==> src/rtl/rpt_pkg.sv <==
package rpt_pkg;

  typedef enum logic {
    SEL_COUNT = 1'b0,
    SEL_IVAL  = 1'b1
  } rpt_sel_e;

endpackage

==> src/rtl/rpt_rst_sync.sv <==
module rpt_rst_sync #(
  parameter int unsigned STAGES = 2
) (
  input  logic clk,
  input  logic rst_n,
  output logic rst_sync_n
);

  logic [STAGES-1:0] sync_q;
  logic [STAGES-1:0] sync_d;

  always_comb begin
    sync_d = {sync_q[STAGES-2:0], 1'b1};
  end

  always_ff @(posedge clk or negedge rst_n) begin
    if (!rst_n) begin
      sync_q <= '0;
    end else begin
      sync_q <= sync_d;
    end
  end

  assign rst_sync_n = sync_q[STAGES-1];

endmodule

==> src/rtl/rpt_ival_reg.sv <==
module rpt_ival_reg
  import rpt_pkg::*;
#(
  parameter int unsigned REG_W    = 16,
  parameter int unsigned IGN_BITS = 4
) (
  input  logic             clk,
  input  logic             init_i,
  input  logic             acc_ok_i,
  input  logic             wr_i,
  input  rpt_sel_e         sel_i,
  input  logic [REG_W-1:0] wdata_i,
  output logic [REG_W-1:0] ival_o,
  output logic [REG_W-1:0] reload_o
);

  logic [REG_W-1:0] ival_q;
  logic [REG_W-1:0] ival_d;
  logic             ival_en;

  always_comb begin
    ival_d  = ival_q;
    ival_en = 1'b0;
    if (init_i) begin
      ival_d  = '0;
      ival_en = 1'b1;
    end else if (acc_ok_i && wr_i && (sel_i == SEL_IVAL)) begin
      ival_d  = wdata_i;
      ival_en = 1'b1;
    end
  end

  // Contents survive every reset, so the register has none.
  always_ff @(posedge clk) begin
    if (ival_en) begin
      ival_q <= ival_d;
    end
  end

  generate
    if (IGN_BITS == 0) begin : g_full
      assign reload_o = ival_q;
    end else begin : g_masked
      assign reload_o = {ival_q[REG_W-1:IGN_BITS], {IGN_BITS{1'b0}}};
    end
  endgenerate

  assign ival_o = ival_q;

endmodule

==> src/rtl/rpt_counter.sv <==
module rpt_counter #(
  parameter int unsigned REG_W = 16
) (
  input  logic             clk,
  input  logic             rst_n,
  input  logic             count_en_i,
  input  logic             init_i,
  input  logic             load_i,
  input  logic [REG_W-1:0] load_val_i,
  input  logic [REG_W-1:0] reload_i,
  output logic [REG_W-1:0] cnt_o,
  output logic             poll_o
);

  localparam logic [REG_W-1:0] CNT_TOP = '1;

  logic [REG_W-1:0] cnt_q;
  logic [REG_W-1:0] cnt_d;
  logic             cnt_en;
  logic             wrap;
  logic             poll_q;

  always_comb begin
    wrap   = count_en_i && (cnt_q == CNT_TOP);
    cnt_d  = cnt_q;
    cnt_en = 1'b0;
    if (init_i) begin
      cnt_d  = '0;
      cnt_en = 1'b1;
    end else if (load_i) begin
      cnt_d  = load_val_i;
      cnt_en = 1'b1;
    end else if (count_en_i) begin
      cnt_d  = wrap ? reload_i : cnt_q + 1'b1;
      cnt_en = 1'b1;
    end
  end

  // Counter value is kept across reset.
  always_ff @(posedge clk) begin
    if (cnt_en) begin
      cnt_q <= cnt_d;
    end
  end

  always_ff @(posedge clk or negedge rst_n) begin
    if (!rst_n) begin
      poll_q <= 1'b0;
    end else begin
      poll_q <= wrap;
    end
  end

  assign cnt_o  = cnt_q;
  assign poll_o = poll_q;

endmodule

==> src/rtl/ring_poll_timer.sv <==
module ring_poll_timer
  import rpt_pkg::*;
#(
  parameter int unsigned DATA_W     = 32,
  parameter int unsigned REG_W      = 16,
  parameter int unsigned IGN_BITS   = 4,
  parameter int unsigned SYNC_STAGE = 2
) (
  input  logic              clk,
  input  logic              rst_n,
  input  logic              init_i,
  input  logic              stop_i,
  input  logic              susp_i,
  input  logic              run_i,
  input  logic              reg_sel_i,
  input  logic              reg_wr_i,
  input  logic [DATA_W-1:0] reg_wdata_i,
  output logic [DATA_W-1:0] reg_rdata_o,
  output logic              poll_o
);

  localparam int unsigned PAD_W = DATA_W - REG_W;

  logic             rst_s_n;
  logic             acc_ok;
  logic             count_en;
  logic             cnt_load;
  rpt_sel_e         sel;
  logic [REG_W-1:0] wdata_lo;
  logic [REG_W-1:0] ival_q;
  logic [REG_W-1:0] reload;
  logic [REG_W-1:0] cnt_q;
  logic [REG_W-1:0] rd_sel;

  assign sel      = rpt_sel_e'(reg_sel_i);
  assign wdata_lo = reg_wdata_i[REG_W-1:0];
  assign acc_ok   = stop_i | susp_i;
  assign count_en = run_i & ~acc_ok & rst_s_n;
  assign cnt_load = acc_ok & reg_wr_i & (sel == SEL_COUNT);

  rpt_rst_sync #(
    .STAGES(SYNC_STAGE)
  ) u_rst_sync (
    .clk       (clk),
    .rst_n     (rst_n),
    .rst_sync_n(rst_s_n)
  );

  rpt_ival_reg #(
    .REG_W   (REG_W),
    .IGN_BITS(IGN_BITS)
  ) u_ival (
    .clk     (clk),
    .init_i  (init_i),
    .acc_ok_i(acc_ok),
    .wr_i    (reg_wr_i),
    .sel_i   (sel),
    .wdata_i (wdata_lo),
    .ival_o  (ival_q),
    .reload_o(reload)
  );

  rpt_counter #(
    .REG_W(REG_W)
  ) u_cnt (
    .clk       (clk),
    .rst_n     (rst_s_n),
    .count_en_i(count_en),
    .init_i    (init_i),
    .load_i    (cnt_load),
    .load_val_i(wdata_lo),
    .reload_i  (reload),
    .cnt_o     (cnt_q),
    .poll_o    (poll_o)
  );

  always_comb begin
    rd_sel = (sel == SEL_IVAL) ? ival_q : cnt_q;
    reg_rdata_o = acc_ok ? {{PAD_W{1'b0}}, rd_sel} : '0;
  end

endmodule

==> config.mk <==
export PLATFORM = sky130hd
export DESIGN_NAME = ring_poll_timer
export DESIGN_NICKNAME = d
export VERILOG_FILES = /design/src/rtl/rpt_pkg.sv /design/src/rtl/rpt_rst_sync.sv /design/src/rtl/rpt_ival_reg.sv /design/src/rtl/rpt_counter.sv /design/src/rtl/ring_poll_timer.sv
export SDC_FILE = /design/constraint.sdc
export NUM_CORES = 1
export LEC_CHECK = 0
export BUFFER_PORTS_ARGS = -buffer_cell sky130_fd_sc_hd__buf_2
export CAP_MARGIN = 20
export CORE_ASPECT_RATIO = 1.25
export CORE_UTILIZATION = 35
export CTS_BUF_LIST = sky130_fd_sc_hd__clkbuf_16
export CTS_CLUSTER_SIZE = 14
export DETAILED_ROUTE_END_ITERATION = 16
export PLACE_DENSITY = 0.66
export SLEW_MARGIN = 20
export SYNTH_ARGS = -nofsm -noshare
export SYNTH_HDL_FRONTEND = slang
export SYNTH_SLANG_ARGS = --single-unit
==> constraint.sdc <==
create_clock -name clk -period 1 [get_ports clk]
set_clock_uncertainty 0.2 [all_clocks]
set_input_delay 0.05 -clock clk [delete_from_list [all_inputs] [get_ports clk]]
set_output_delay 0.05 -clock clk [all_outputs]
set_load 0.02 [all_outputs]
Word level (Yosys, flattened, before mapping). Index checks and enable logic that the tools add are counted.

Equal/unequal tests: 1. Reduce and logical (&&, ||, !) cells: 7. $add $sub $neg: 1. Multiplexer cells: 11. Bitwise logic cells: 7.

Operator list (number): $mux 16 (6); $add 16x1->16 const B (1); $eq 16x16->1 const B (1); $mux 1 (5); $and 1x1->1 (4); $reduce_and 2->1 (2); $logic_and 1x1->1 (3); $reduce_bool 3->1 (1); $not 1->1 (2); $reduce_bool 2->1 (1); $or 1x1->1 (1).

Register bits: 35. Input port bits: 40. Logic and storage cells: 31.

Depth between registers and ports, before layout.
Depth after elaboration: 8. Depth in mapped cells: 7. Depth with buffers taken out: 7.

By module. Synthesis repeated with hierarchy kept, for this count alone.

Cells, all modules: 230. Area, all modules: 2338.5 um^2.

By module, submodules not included: rpt_counter (times used 1, area each 1146.1 um^2, seq. area each 505.5 um^2, cells an instance 120); rpt_ival_reg (times used 1, area each 729.4 um^2, seq. area each 480.5 um^2, cells an instance 51); ring_poll_timer (times used 1, area each 409.1 um^2, seq. area each 0.0 um^2, cells an instance 56); rpt_rst_sync (times used 1, area each 53.8 um^2, seq. area each 50.0 um^2, cells an instance 3).

Worst setup path before layout. OpenSTA, ideal clock, no wires.

Path kind: register to register. Start point: register u_cnt.cnt_q[0] (netlist: u_cnt.cnt_o[0]). End point: register u_cnt.cnt_q[7] (netlist: u_cnt.cnt_o[7]), data pin. Period minus slack after synthesis: 1.961 ns. Arrival time: 1.592 ns. Setup time: 0.169 ns. Stages on the path, launching flop included: 8. Path slack: -0.961 ns. Path buffers: 0. Cell sequence: edfxtp_1 -> ha_1 -> nand2_1 -> nor4_4 -> nand2_4 -> clkinv_4 -> nor2_1 -> o31ai_1.

Word-level cells in the longest chain between the ends: 5. Elaborated cells between the ends (all ways): 6. Classes of those cells: add/sub: 1; eq/ne: 1; mux: 3; reduce/logical: 1.

Ends and longest elaborated chain: from (decl) (RTL line rpt_counter.sv:17) `logic [REG_W-1:0] cnt_q;`; from (signal assigned) (RTL line rpt_counter.sv:42) `cnt_q <= cnt_d;`; $eq 16x16->1 (RTL line rpt_counter.sv:24) `wrap = count_en_i && (cnt_q == CNT_TOP);`; $logic_and 1x1->1 (RTL line rpt_counter.sv:24); net u_cnt.wrap (RTL line rpt_counter.sv:20) `logic wrap;`; $mux 16 (RTL line rpt_counter.sv:34) `cnt_d = wrap ? reload_i : cnt_q + 1'b1;`; $mux 16 (RTL line rpt_counter.sv:33) `end else if (count_en_i) begin`; $mux 16 (RTL line rpt_counter.sv:30) `end else if (load_i) begin`.

The timed path passes the listed nets, and every way through them passes these cells. The select of a mux whose other input is x is not followed. A chain may end at the register's enable or synchronous reset.

Worst setup path in the final report.
Start point: register u_cnt.cnt_q[14] (netlist: u_cnt.cnt_o[14]). End point: register u_cnt.cnt_q[8] (netlist: u_cnt.cnt_o[8]), data pin.

The elaborated chain is that of the path after synthesis.

==> flow_metrics.tcl <==
set metrics [dict create \
    status "complete, but fails checks" \
    violations "hold timing, setup timing" \
    yosysUniqueCellTypes 43 \
    fmax_mhz 519 \
    cts_tree "done" \
    synth-compound-area-share 0.0716 \
    initial_utilization 0.371 \
    io_pins 73 \
    grt_pass1_vias 1987 \
    area_growth_syn_to_layout_pct 55.7 \
    fp-row-count 31 \
    drt_first_iter_violations 158 \
    hold_violations 14 \
    ant_nets 0 \
    diodes 0 \
    hpwl_um 4140 \
    worstSetupStartpointType "flop" \
    wl_um 6630 \
    slowest_stage "edfxtp_1" \
    max_stage_delay_ns 0.42 \
    wl_per_cell_um 16.7 \
    grt.total_usage 0.208 \
    synth_top_family_by_area "simple AND/OR/NAND/NOR gates" \
    hold_depth 2 \
    path_clk_slew_ns 0.06 \
    route.detailed.drc 0 \
    crit_arrival_ns 1.76 \
    die_x_um 73.0 \
    num_vias 2033 \
    ys_warn_count 0 \
    cp_num_cells 6 \
    yosysMostFrequentCell "nor2_1" \
    gp_congestion 0.873 \
    clkLatencyLatePin_ns 0.28 \
    layout-drive-gt1-share 0.468 \
    antenna_found_initial 0 \
    seq_area_sq_um 1040 \
    cts_sinks 35 \
    clock_path_buffers 2 \
    synthTopCellsByArea "edfxtp_1 44%, mux2i_1 8.6%, nor2_1 5.8%" \
    synthFlopType "edfxtp_1" \
    grt_pass1_wl_um 10300 \
    placed_cells 370 \
    die-area_sq_um 6620 \
    fin_nets 356 \
    yosys.area_share.simple 0.242 \
    placed_area_sq_um 2800 \
    synth_area_sq_um 2200 \
    final_cell_area_sq_um 3430 \
    yosys.area.top_type_share 0.436 \
    synthCells 217 \
    power.density_nw_per_um2 1430 \
    syn_area_per_cell_sq_um 10.2 \
    p_leak_nw 1.49 \
    async_flop_share 0.0857 \
    synthMuxAreaShare 0.0863 \
    vdd.ir_drop.worst_v 0.000735 \
    fin_crit_ns 1.93 \
    path_buf_inv 1 \
    ff2ff_path_depth 6 \
    instances_no_fill 398 \
    critical_path_class "flop to flop" \
    synth_top_cell_by_area "edfxtp_1" \
    crit_family "simple AND/OR/NAND/NOR gates" \
    h-tree-depth 2 \
    ys_ff_latch 35 \
    synthTopCellsByCount "34 x nor2_1, 32 x edfxtp_1, 19 x mux2i_1" \
    cp-end-kind "flop" \
    worstHoldPathType "input pin to flop" \
    io_buffers 40 \
    worstPathMaxFanout 9 \
    fp.dieH_um 90.7 \
    synth_xor_area_frac 0.0398 \
    power_mw 4.91 \
    fillerInstances 487 \
    synth_edf_count 32 \
    cap_viol_max_count 0 \
    cts_root_buffer "clkbuf_16" \
    multi_input_area_sq_um 1290 \
    period_share 1.93 \
    timing.final.ws_setup_ns -0.926 \
    ys_seq_area_frac 0.470 \
    path_cells "and3_4 > and3_1 > nand2_4 > clkinv_4 > a211oi_1 > nor3_1" \
    timing.hold.ws_ns -0.0985 \
    drv_slew 0 \
    drt_first_pass_iters 4 \
    vias_per_cell 5.11 \
    worstPathRequired_ns 0.83 \
    grt_overflow 0 \
    cts_made_buffers 5 \
    rsz0062_at_grt "true" \
    core-area_sq_um 5930 \
    synth_fa_ha_area_frac 0.00568 \
    grt_max_degree 17 \
    setup_tns_ns -32.61 \
    final-setup-viol-count 50 \
]
==> worst paths after layout <==
kind	start	end	slack [ns]
min in group asynchronous	rst_n	u_rst_sync.sync_q[1]$_DFF_PN0_	0.42
min reg2reg	u_rst_sync.sync_q[0]$_DFF_PN0_	u_rst_sync.sync_q[1]$_DFF_PN0_	0.18
max reg2reg	u_cnt.cnt_o[14]$_SDFFCE_PP0P_	u_cnt.cnt_o[8]$_SDFFCE_PP0P_	-0.93
min	reg_wdata_i[0]	u_ival.ival_o[0]$_SDFFCE_PP0P_	-0.1
max	u_cnt.cnt_o[14]$_SDFFCE_PP0P_	u_cnt.cnt_o[8]$_SDFFCE_PP0P_	-0.93
max in group asynchronous	u_rst_sync.sync_q[1]$_DFF_PN0_	u_cnt.poll_o$_DFF_PN0_	0.06
==> layout make-up <==
cell class / count / area share
multi-input combinational: 170 / 0.376
sequential: 35 / 0.302
timing repair buffer: 99 / 0.239
clock buffer: 5 / 0.0365
tap: 82 / 0.0299
clock inverter: 3 / 0.0113
inverter: 4 / 0.00584
==> metrics by stage <==
stage	hold WS [ns]	util	setup WS [ns]
2_1_floorplan	-0.446	-	-0.852
3_3_place_gp	-0.364	0.472	-0.865
3_5_place_dp	-0.357	0.472	-0.928
4_1_cts	-0.113	0.556	-0.890
5_1_grt	-0.0890	0.578	-1.01
6_report	-0.0985	0.578	-0.926
==> worst reg2reg max path, delay by kind of cell, from the launching register on <==
kind,cells,cell delay [ns]
flops,1,0.42
compound gates,1,0.25
buf+inv,1,0.12
simple gates,4,0.69
==> routing by layer <==
layer / wire length [um] / GRT usage / share of wire
met4: 230 / 0.0899 / 0.035
met5: 0 / 0 / 0
met2: 3500 / 0.350 / 0.53
met3: 363 / 0.0391 / 0.055
met1: 2530 / 0.254 / 0.38
==> sequential cells by signal (all words and copies together), names as in the netlist <==
signal,count
u_cnt.cnt_o,16
u_cnt.poll_o,1
u_ival.ival_o,16
u_rst_sync.sync_q,2
==> timing repair <==
action,in CTS,in global routing
gates resized for setup,46,24
cloned,1,1
pin swaps,16,12
hold endpoints to repair,26,12
endpoints found under the setup margin,66,55
buffers inserted,10,8
hold buffers,8,1
==> layout by cell type, fill, tap and decap left out, drive strengths merged, types with 3 or more instances in the layout <==
cell         count
xor2             5
clkinv           3
nor3             6
xnor2            5
dfrtp            3
mux2i           19
edfxtp          32
dlygate4sd3      7
clkbuf           5
and3             4
a21oi            3
a211oi           4
inv              3
nor2b           16
nand3           15
o31ai            4
buf             90
nand2           14
conb            17
nor2            35
==> cell families after synthesis <==
| kind of cell | Yosys count |
|---|---|
| other cells | 2 |
| mux | 19 |
| flops | 35 |
| fa+ha+maj | 1 |
| xor+xnor | 10 |
| simple gates | 100 |
| buf+inv | 29 |
| compound gates | 21 |
==> power by group <==
group	total [mW]	switching (mW)	internal [mW]
registers	1.90	0.124	1.77
clock network	1.75	0.593	1.16
logic	1.25	0.645	0.610
total	4.91	1.36	3.54
(Power assumes the default switching activity.)
